===== src/rtl/pinfn_pkg.sv =====
package pinfn_pkg;

   localparam int unsigned FN_W = 3;

   typedef enum logic [FN_W-1:0] {
      FN_IN   = 3'b000,
      FN_OUT  = 3'b001,
      FN_ALT5 = 3'b010,
      FN_ALT4 = 3'b011,
      FN_ALT0 = 3'b100,
      FN_ALT1 = 3'b101,
      FN_ALT2 = 3'b110,
      FN_ALT3 = 3'b111
   } pin_fn_e;

   // byte offsets of the register groups; banked groups step by one word
   localparam int unsigned OFS_SEL = 'h00;
   localparam int unsigned OFS_SET = 'h1C;
   localparam int unsigned OFS_CLR = 'h28;
   localparam int unsigned OFS_LEV = 'h34;

endpackage


===== src/rtl/pinfn_sync.sv =====
module pinfn_sync #(
   parameter int unsigned WIDTH  = 54,
   parameter int unsigned STAGES = 2
) (
   input  logic             clk,
   input  logic             rst_n,
   input  logic [WIDTH-1:0] din,
   output logic [WIDTH-1:0] dout
);

   if (STAGES < 2) begin : g_bad_stages
      $error("pinfn_sync: STAGES must be at least 2");
   end

   logic [WIDTH-1:0] stg_q [STAGES];

   always_ff @(posedge clk or negedge rst_n) begin
      if (!rst_n) begin
         for (int k = 0; k < STAGES; k++) stg_q[k] <= '0;
      end else begin
         stg_q[0] <= din;
         for (int k = 1; k < STAGES; k++) stg_q[k] <= stg_q[k-1];
      end
   end

   assign dout = stg_q[STAGES-1];

endmodule


===== src/rtl/pinfn_sel_regs.sv =====
module pinfn_sel_regs import pinfn_pkg::*; #(
   parameter int unsigned NUM_PINS = 54,
   parameter int unsigned PER_REG  = 10,
   parameter int unsigned DATA_W   = 32,
   parameter int unsigned IDX_W    = 6,
   localparam int unsigned NUM_REG = (NUM_PINS + PER_REG - 1) / PER_REG,
   localparam int unsigned SLOTS   = NUM_REG * PER_REG
) (
   input  logic                     clk,
   input  logic                     rst_n,
   input  logic [NUM_REG-1:0]       sel_wr,
   input  logic [DATA_W-1:0]        wr_data,
   input  logic [IDX_W-1:0]         rd_idx,
   output logic [DATA_W-1:0]        rd_word,
   output logic [FN_W*NUM_PINS-1:0] fn_flat
);

   localparam int unsigned FLD_BITS = PER_REG * FN_W;

   if (FLD_BITS > DATA_W) begin : g_bad_pack
      $error("pinfn_sel_regs: fields do not fit a data word");
   end

   logic [FN_W*SLOTS-1:0] fld_pad;
   logic [DATA_W-1:0]     words [NUM_REG];

   // one field per slot; slots past the pin count are tied off
   for (genvar i = 0; i < SLOTS; i++) begin : g_slot
      if (i < NUM_PINS) begin : g_live
         localparam int unsigned REG = i / PER_REG;
         localparam int unsigned LSB = (i % PER_REG) * FN_W;
         logic [FN_W-1:0] fld_q;
         always_ff @(posedge clk or negedge rst_n) begin
            if (!rst_n)           fld_q <= FN_IN;
            else if (sel_wr[REG]) fld_q <= wr_data[LSB +: FN_W];
         end
         assign fld_pad[i*FN_W +: FN_W] = fld_q;
      end else begin : g_tie
         assign fld_pad[i*FN_W +: FN_W] = '0;
      end
   end

   for (genvar r = 0; r < NUM_REG; r++) begin : g_word
      assign words[r] = DATA_W'(fld_pad[r*FLD_BITS +: FLD_BITS]);
   end

   always_comb begin
      rd_word = '0;
      for (int r = 0; r < NUM_REG; r++) begin
         if (rd_idx == IDX_W'(r)) rd_word = words[r];
      end
   end

   assign fn_flat = fld_pad[FN_W*NUM_PINS-1:0];

   logic unused_hi;
   if (FLD_BITS < DATA_W) begin : g_spare
      assign unused_hi = ^wr_data[DATA_W-1:FLD_BITS];
   end else begin : g_nospare
      assign unused_hi = 1'b0;
   end

endmodule


===== src/rtl/pinfn_out_latch.sv =====
module pinfn_out_latch #(
   parameter int unsigned NUM_PINS  = 54,
   parameter int unsigned DATA_W    = 32,
   localparam int unsigned NUM_BANK = (NUM_PINS + DATA_W - 1) / DATA_W
) (
   input  logic                clk,
   input  logic                rst_n,
   input  logic [NUM_BANK-1:0] set_wr,
   input  logic [NUM_BANK-1:0] clr_wr,
   input  logic [DATA_W-1:0]   wr_data,
   output logic [NUM_PINS-1:0] out_q
);

   for (genvar p = 0; p < NUM_PINS; p++) begin : g_pin
      localparam int unsigned BANK = p / DATA_W;
      localparam int unsigned BIT  = p % DATA_W;
      logic hit_set, hit_clr;
      assign hit_set = set_wr[BANK] & wr_data[BIT];
      assign hit_clr = clr_wr[BANK] & wr_data[BIT];
      // clear takes priority should both strobes ever meet
      always_ff @(posedge clk or negedge rst_n) begin
         if (!rst_n)       out_q[p] <= 1'b0;
         else if (hit_clr) out_q[p] <= 1'b0;
         else if (hit_set) out_q[p] <= 1'b1;
      end
   end

endmodule


===== src/rtl/pinfn_regfile.sv =====
module pinfn_regfile import pinfn_pkg::*; #(
   parameter int unsigned NUM_PINS    = 54,
   parameter int unsigned DATA_W      = 32,
   parameter int unsigned ADDR_W      = 8,
   parameter int unsigned PINS_PER_SEL = 10,
   parameter int unsigned SYNC_STAGES = 2
) (
   input  logic                     clk,
   input  logic                     rst_n,
   input  logic [ADDR_W-1:0]        addr,
   input  logic                     wr_en,
   input  logic [DATA_W-1:0]        wr_data,
   output logic [DATA_W-1:0]        rd_data,
   input  logic [NUM_PINS-1:0]      pin_in,
   output logic [NUM_PINS-1:0]      pin_out,
   output logic [NUM_PINS-1:0]      pin_oe,
   output logic [FN_W*NUM_PINS-1:0] pin_fn
);

   localparam int unsigned NUM_SEL  = (NUM_PINS + PINS_PER_SEL - 1) / PINS_PER_SEL;
   localparam int unsigned NUM_BANK = (NUM_PINS + DATA_W - 1) / DATA_W;
   localparam int unsigned IDX_W    = ADDR_W - 2;
   localparam int unsigned SEL_IDX  = OFS_SEL / 4;
   localparam int unsigned SET_IDX  = OFS_SET / 4;
   localparam int unsigned CLR_IDX  = OFS_CLR / 4;
   localparam int unsigned LEV_IDX  = OFS_LEV / 4;

   if (DATA_W != 32) begin : g_bad_width
      $error("pinfn_regfile: DATA_W must be 32");
   end
   if (NUM_BANK != 2) begin : g_bad_pins
      $error("pinfn_regfile: NUM_PINS must lie in 33..64");
   end
   if (SEL_IDX + NUM_SEL > SET_IDX) begin : g_bad_sel
      $error("pinfn_regfile: select words overlap the set words");
   end
   if ((LEV_IDX + NUM_BANK) > (1 << IDX_W)) begin : g_bad_addr
      $error("pinfn_regfile: ADDR_W too narrow for the map");
   end

   logic [IDX_W-1:0]           word_idx;
   logic                       aligned;
   logic [NUM_SEL-1:0]         sel_wr;
   logic [NUM_BANK-1:0]        set_wr, clr_wr;
   logic [DATA_W-1:0]          sel_word;
   logic [NUM_PINS-1:0]        lev_q;
   logic [NUM_BANK*DATA_W-1:0] lev_pad;

   assign word_idx = addr[ADDR_W-1:2];
   assign aligned  = (addr[1:0] == 2'b00);

   for (genvar r = 0; r < NUM_SEL; r++) begin : g_selwr
      assign sel_wr[r] = wr_en & aligned & (word_idx == IDX_W'(SEL_IDX + r));
   end

   for (genvar b = 0; b < NUM_BANK; b++) begin : g_bankwr
      assign set_wr[b] = wr_en & aligned & (word_idx == IDX_W'(SET_IDX + b));
      assign clr_wr[b] = wr_en & aligned & (word_idx == IDX_W'(CLR_IDX + b));
   end

   pinfn_sel_regs #(
      .NUM_PINS (NUM_PINS),
      .PER_REG  (PINS_PER_SEL),
      .DATA_W   (DATA_W),
      .IDX_W    (IDX_W)
   ) u_sel (
      .clk     (clk),
      .rst_n   (rst_n),
      .sel_wr  (sel_wr),
      .wr_data (wr_data),
      .rd_idx  (word_idx - IDX_W'(SEL_IDX)),
      .rd_word (sel_word),
      .fn_flat (pin_fn)
   );

   pinfn_out_latch #(
      .NUM_PINS (NUM_PINS),
      .DATA_W   (DATA_W)
   ) u_out (
      .clk     (clk),
      .rst_n   (rst_n),
      .set_wr  (set_wr),
      .clr_wr  (clr_wr),
      .wr_data (wr_data),
      .out_q   (pin_out)
   );

   pinfn_sync #(
      .WIDTH  (NUM_PINS),
      .STAGES (SYNC_STAGES)
   ) u_sync (
      .clk   (clk),
      .rst_n (rst_n),
      .din   (pin_in),
      .dout  (lev_q)
   );

   for (genvar p = 0; p < NUM_PINS; p++) begin : g_oe
      assign pin_oe[p] = (pin_fn[p*FN_W +: FN_W] == FN_OUT);
   end

   always_comb begin
      lev_pad = '0;
      lev_pad[NUM_PINS-1:0] = lev_q;
   end

   always_comb begin
      rd_data = '0;
      if (aligned) begin
         if ((int'(word_idx) >= SEL_IDX) && (int'(word_idx) < SEL_IDX + NUM_SEL))
            rd_data = sel_word;
         for (int b = 0; b < NUM_BANK; b++) begin
            if (int'(word_idx) == LEV_IDX + b) rd_data = lev_pad[b*DATA_W +: DATA_W];
         end
      end
   end

endmodule


===== config.mk =====
export PLATFORM = sky130hd
export DESIGN_NAME = pinfn_regfile
export DESIGN_NICKNAME = d
export VERILOG_FILES = /design/src/rtl/pinfn_pkg.sv /design/src/rtl/pinfn_sync.sv /design/src/rtl/pinfn_sel_regs.sv /design/src/rtl/pinfn_out_latch.sv /design/src/rtl/pinfn_regfile.sv
export SDC_FILE = /design/constraint.sdc
export NUM_CORES = 1
export LEC_CHECK = 0
export BUFFER_PORTS_ARGS = -buffer_cell sky130_fd_sc_hd__buf_2
export CORE_UTILIZATION = 35
export CTS_BUF_LIST = sky130_fd_sc_hd__clkbuf_4 sky130_fd_sc_hd__clkbuf_8 sky130_fd_sc_hd__clkbuf_16
export DETAILED_ROUTE_END_ITERATION = 10
export PLACE_DENSITY_LB_ADDON = 0.08
export SLEW_MARGIN = 10
export SYNTH_ARGS = -nofsm -noshare
export SYNTH_HDL_FRONTEND = slang
export SYNTH_SLANG_ARGS = --single-unit

===== constraint.sdc =====
create_clock -name clk -period 2.2 [get_ports clk]
set_clock_uncertainty 0.05 [all_clocks]
set_input_delay 0.22 -clock clk [delete_from_list [all_inputs] [get_ports clk]]
set_output_delay 0.22 -clock clk [all_outputs]
set_load 0.01 [all_outputs]

## Word-level counts from Yosys, hierarchy flattened

Index checks and enable logic that the tools add are counted.
Widths: inputs -> output; s select.

| word-level totals | value |
|---|---|
| register bits after elaboration | 324 |
| bits of input ports | 97 |
| output and inout port bits | 302 |
| word-level logic and storage cells | 469 |

| operators by class | value |
|---|---|
| $lt $le $gt $ge | 1 |
| equality and inequality tests | 65 |
| mux-type cells | 118 |
| bitwise operators | 119 |
| reduce and logical (&&, ||, !) cells | 56 |

Operators with widths:

| operator | number |
|---|---|
| $mux 30 | 6 |
| $eq 3x1->1 const B | 54 |
| $mux 32 | 4 |
| $and 1x1->1 | 119 |
| $mux 1 | 108 |
| $reduce_bool 2->1 | 54 |
| $eq 6x4->1 const B | 5 |
| $eq 6x3->1 const B | 3 |
| $eq 6x2->1 const B | 2 |
| $eq 6x1->1 const B | 1 |
| $logic_not 6->1 | 1 |
| $lt 6x3->1 const B | 1 |
| $logic_not 2->1 | 1 |

## Longest topological paths before layout

| depth | value |
|---|---|
| word-level depth | 11 |
| depth in mapped cells | 8 |
| depth with buffers taken out | 5 |

## By module

From an unflattened synthesis, not the netlist that was laid out.

| unflattened totals | value |
|---|---|
| cell total of the unflattened synthesis | 989 |
| area, all modules | 13559.3 sq um |

Modules (own cells, without submodules):

| module | times used | cells each | area each (sq um) | seq. area each (sq um) |
|---|---|---|---|---|
| pinfn_sel_regs | 1 | 446 | 7175.6 | 4053.9 |
| pinfn_sync | 1 | 162 | 3108.0 | 2702.6 |
| pinfn_out_latch | 1 | 172 | 1965.6 | 1351.3 |
| pinfn_regfile | 1 | 209 | 1310.0 | 0.0 |

## Least setup slack after synthesis

Ideal clock, no wire load.

| timing | value |
|---|---|
| path kind | in2out |
| start | input addr[3] |
| end | output rd_data[28] |
| arrival | 1.511 ns |
| required time | 1.930 ns |
| slack | 0.419 ns |
| stages | 8 |
| path buffers | 3 |
| cells stage by stage | buf_2 > buf_6 > buf_4 > mux2i_1 > or2_2 > a21oi_1 > a211oi_1 > o21ai_0 |

| between the ends | value |
|---|---|
| cells in the longest elaborated chain, start to end | 11 |
| elaborated cells between the ends (all ways) | 19 |
| those cells by class | order compare: 1; eq/ne: 7; mux: 10; reduce/logical: 1 |

Ends and longest elaborated chain:

| item | line | RTL |
|---|---|---|
| start: declaration | pinfn_regfile.sv:10 | `input logic [ADDR_W-1:0] addr,` |
| $logic_not 6->1 | pinfn_sel_regs.sv:50 | `if (rd_idx == IDX_W'(r)) rd_word = words[r];` |
| $mux 30 (6 in series) | pinfn_sel_regs.sv:50 |  |
| $mux 32 | pinfn_regfile.sv:110 | `if ((int'(word_idx) >= SEL_IDX) && (int'(word_idx) < SEL_IDX + NUM_SEL))` |
| $mux 32 | pinfn_regfile.sv:113 | `if (int'(word_idx) == LEV_IDX + b) rd_data = lev_pad[b*DATA_W +: DATA_W];` |
| $mux 32 * | pinfn_regfile.sv:113 |  |
| $mux 32 * | pinfn_regfile.sv:109 | `if (aligned) begin` |
| end: declaration | pinfn_regfile.sv:13 | `output logic [DATA_W-1:0] rd_data,` |

Every way passes the cells marked *; elsewhere a longest branch is shown, timed or not.

## Worst setup path after layout

| timing | value |
|---|---|
| start | register u_sel.g_slot[31].g_live.fld_q[2] |
| end | output rd_data[5] |

| between the ends | value |
|---|---|
| cells in the longest elaborated chain, start to end | 7 |

Ends and longest elaborated chain:

| item | line | RTL |
|---|---|---|
| start: declaration | pinfn_sel_regs.sv:32 | `logic [FN_W-1:0] fld_q;` |
| start signal: assignment | pinfn_sel_regs.sv:35 | `else if (sel_wr[REG]) fld_q <= wr_data[LSB +: FN_W];` |
| $mux 30 (3 in series) | pinfn_sel_regs.sv:50 |  |
| $mux 32 | pinfn_regfile.sv:110 |  |
| $mux 32 (2 in series) | pinfn_regfile.sv:113 |  |
| $mux 32 | pinfn_regfile.sv:109 |  |

Every way passes these cells.

==> summary.txt <==
Setup path
  – CP max stage delay: 480 ps
  – Crit. End Element: output pin
  – R2R setup slack: 1100 ps
  – Slowest-stage cell, CP: mux4_2
  – FF-to-FF End: u_sel.g_slot[22].g_live.fld_q[2]
  – Crit Path Category: reg2out
  – Critical path launch point: u_sel.g_slot[31].g_live.fld_q[2]
  – CP max FO: 2
  – Critical Path AT: 2130 ps
  – Worst Setup Start Kind: flop
  – Data required, critical path: 1930 ps
  – Critical path depth: 5
  – CP Capture Point: rd_data[5]
  – Crit-path cells: mux4_2 -> a221o_1 -> o21ai_4 -> a21oi_2 -> buf_2
  – Worst r2r src: u_sel.g_slot[22].g_live.fld_q[2]
  – R2R depth: 3
  – Buf/Inv on CP: 1
  – Worst path top cell family by delay: compound AO/OA/AOI/OAI gates

Synth
  – Yosys top cell area share: 61.0%
  – Avg Cell Area, Syn: 13.0 sq um
  – Yosys top cell by area: dfrtp_1
  – Synth area leaders: dfrtp_1 61%, mux2_2 7.3%, mux2_1 6.4%
  – #FFs+latches synth: 324
  – Syn Std Cell Area: 13300 sq um
  – Cell count after synthesis: 1025
  – Synth cell types: 42
  – Seq/Total Area, Yosys: 61.0%
  – Post-Syn Nets: 1122
  – Warnings, synthesis: 0

Routing
  – Drt wl/cell: 21.4 um
  – Post-Route WL: 45500 um
  – 1st-pass router iterations: 4
  – Vias per cell: 4.97
  – Vias: 10.6k
  – Residual DRC: 0
  – Routed Antenna Nets: 0
  – DR iter-0 viols: 526

STA
  – Min cycle time layout: 2400 ps
  – Post-Route Setup TNS: -1540 ps
  – F_max: 0.417 GHz
  – RSZ-0062 raised after global routing: true
  – Final period util: 109%
  – Setup ws final: -196 ps
  – Final setup fails: 12
  – Relative max-transition margin: 62.3%
  – Final Hold Viols: 0
  – Max-slew violation count: 0
  – Worst slew pin tran: 566 ps

Layout
  – Finished Cell Area: 19000 sq um
  – Fill cells: 3468
  – Layout Nets: 1686
  – Multi-input gate area: 4910 sq um
  – Sequential cell area: 8120 sq um
  – Fraction of layout instances using a drive strength above 1: 47.1%
  – Synthesis-to-layout area growth: 42.7%

Place
  – Post-DP HPWL: 32100 um
  – Post-Place Cell Area: 16200 sq um
  – Port Buffers: 398
  – Worst slack at placement: -34.5 ps
  – GP Congestion: 0.818

Global routing
  – Initial antenna violation count: 2
  – Gr usage total: 23.4%
  – Grt ovf: 0
  – First-pass GRT wire length: 67800 um
  – Largest net degree at the start of global routing: 64
  – Vias in the first global route: 10.4k

Floorplanning
  – Core footprint: 37500 sq um
  – Die area: 38800 sq um
  – Initial Util: 35.5%
  – Row cnt: 71
  – I/O Pins: 399
  – Die Y: 197 um
  – Die X: 197 um

Clock network
  – Clock buffer depth: 3
  – Htree depth: 2
  – CTS sink cnt: 324
  – Worst-Skew Late Latency: 520 ps
  – Root Buffer Master: clkbuf_16
  – Clk slew on worst S/H paths: 60 ps
  – CTS Buf Count: 38
  – CTS tree: yes

Power and ir drop
  – P_leak: 9.79 nW
  – Power, Total: 14.3 mW
  – Peak supply drop: 452 uV
  – PwrDens: 753 nW/um^2

Hold path
  – Worst hold path class: in2reg
  – Hold Crit Depth: 2

Run status
  – Status: finished with violations
  – Violations in the final reports: negative setup slack

Flow run
  – Max-cap viol count: 0
synthesized netlist by cell type (all sizes together):
| cell type | number |
|---|---|
| nand3b | 1 |
| buf | 47 |
| a211oi | 18 |
| nor2 | 8 |
| nor3 | 3 |
| and3b | 1 |
| or2 | 19 |
| nand4 | 1 |
| inv | 12 |
| and2 | 4 |
| mux4 | 12 |
| nand2 | 42 |
| a221o | 12 |
| o21ai | 51 |
| nand2b | 2 |
| mux2i | 18 |
| o211a | 1 |
| nor3b | 56 |
| and3 | 5 |
| nor4 | 1 |
| a21o | 12 |
| a21oi | 150 |
| nor2b | 2 |
| dfrtp | 324 |
| or3 | 1 |
| mux2 | 162 |
| clkbuf | 36 |
| nand3 | 4 |
| a22oi | 10 |
| o22ai | 10 |
cell families after synthesis:
logic type / synth area share [%]
AO/OA/AOI/OAI: 11.3
buffers and inverters: 3.63
flip-flops: 61.0
multiplexers: 17.1
AND/OR/NAND/NOR: 7.04
cell usage in the layout (no fill, tap or decap), drive strengths merged, types with 2 or more instances in the layout:
cell type	instances
a221o	12
nand2b	2
a211oi	18
buf	522
a21oi	150
nor3b	56
diode	2
nor2	8
a22oi	10
mux4	12
nand2	42
or2	19
mux2i	18
o21ai	51
dlygate4sd3	85
nor3	3
o22ai	10
dfrtp	324
inv	13
clkbuf	58
and2	4
and3	5
nor2b	2
a21o	12
nand3	4
bufinv	3
mux2	162
power by group:
group,internal (mW),switching [mW]
clock network,4.03,2.40
logic,0.657,0.748
registers,6.25,0.208
total,10.9,3.35
area by class of cell:
cell class	count	area share [%]
clock inverter	6	0.587
antenna	2	0.0264
multi-input combinational	606	25.9
clock buffer	58	6.22
sequential	324	42.8
tap	511	3.37
inverter	12	0.237
timing repair buffer	607	20.9
worst reg2reg max path: cells and delay by family, from the launching register on:
| family | cells | cell delay, ps |
|---|---|---|
| buf+inv | 2 | 280 |
| mux | 1 | 260 |
| flops | 1 | 400 |
worst min-delay path by stage:
stage	start	to	slack [ps]
finish	wr_data[8]	u_out.out_q[40]	20
global placement	rst_n	u_sync.dout[31]	160
detailed placement	rst_n	u_sync.dout[31]	160
CTS	wr_data[8]	u_out.out_q[40]	0.6
floorplan	rst_n	u_out.out_q[0]	-130
global route	wr_data[16]	u_out.out_q[16]	10
stage by stage:
stage	utilization (%)	cells	hold slack [ps]
2_1_floorplan	-	1025	-126
3_3_place_gp	43.3	1916	162
3_5_place_dp	43.3	1916	165
4_1_cts	49.9	2100	0.595
5_1_grt	50.6	2124	13.9
6_report	50.6	2126	24.5
timing repair:
action	4_1_cts	5_1_grt
setup endpoints to repair	12	28
resized for setup	24	23
setup buffers	35	24
hold buffers	85	0
pin swaps	22	5
hold endpoints to repair	177	0
flip-flops by register name (all words and copies together), names as in the netlist:
signal / count
u_out.out_q: 54
u_sel.g_slot.g_live.fld_q: 162
u_sync.dout: 54
u_sync.stg_q: 54
metal layers:
metal	vias up	routed length (um)	GRT usage (%)
met2	323	21500	37.6
met3	62	2240	3.85
met4	0	911	5.91
met5	-	0	0
li1	4830	-	-
met1	5349	20900	32.9
Note: power is estimated with default switching activity, not from simulation.
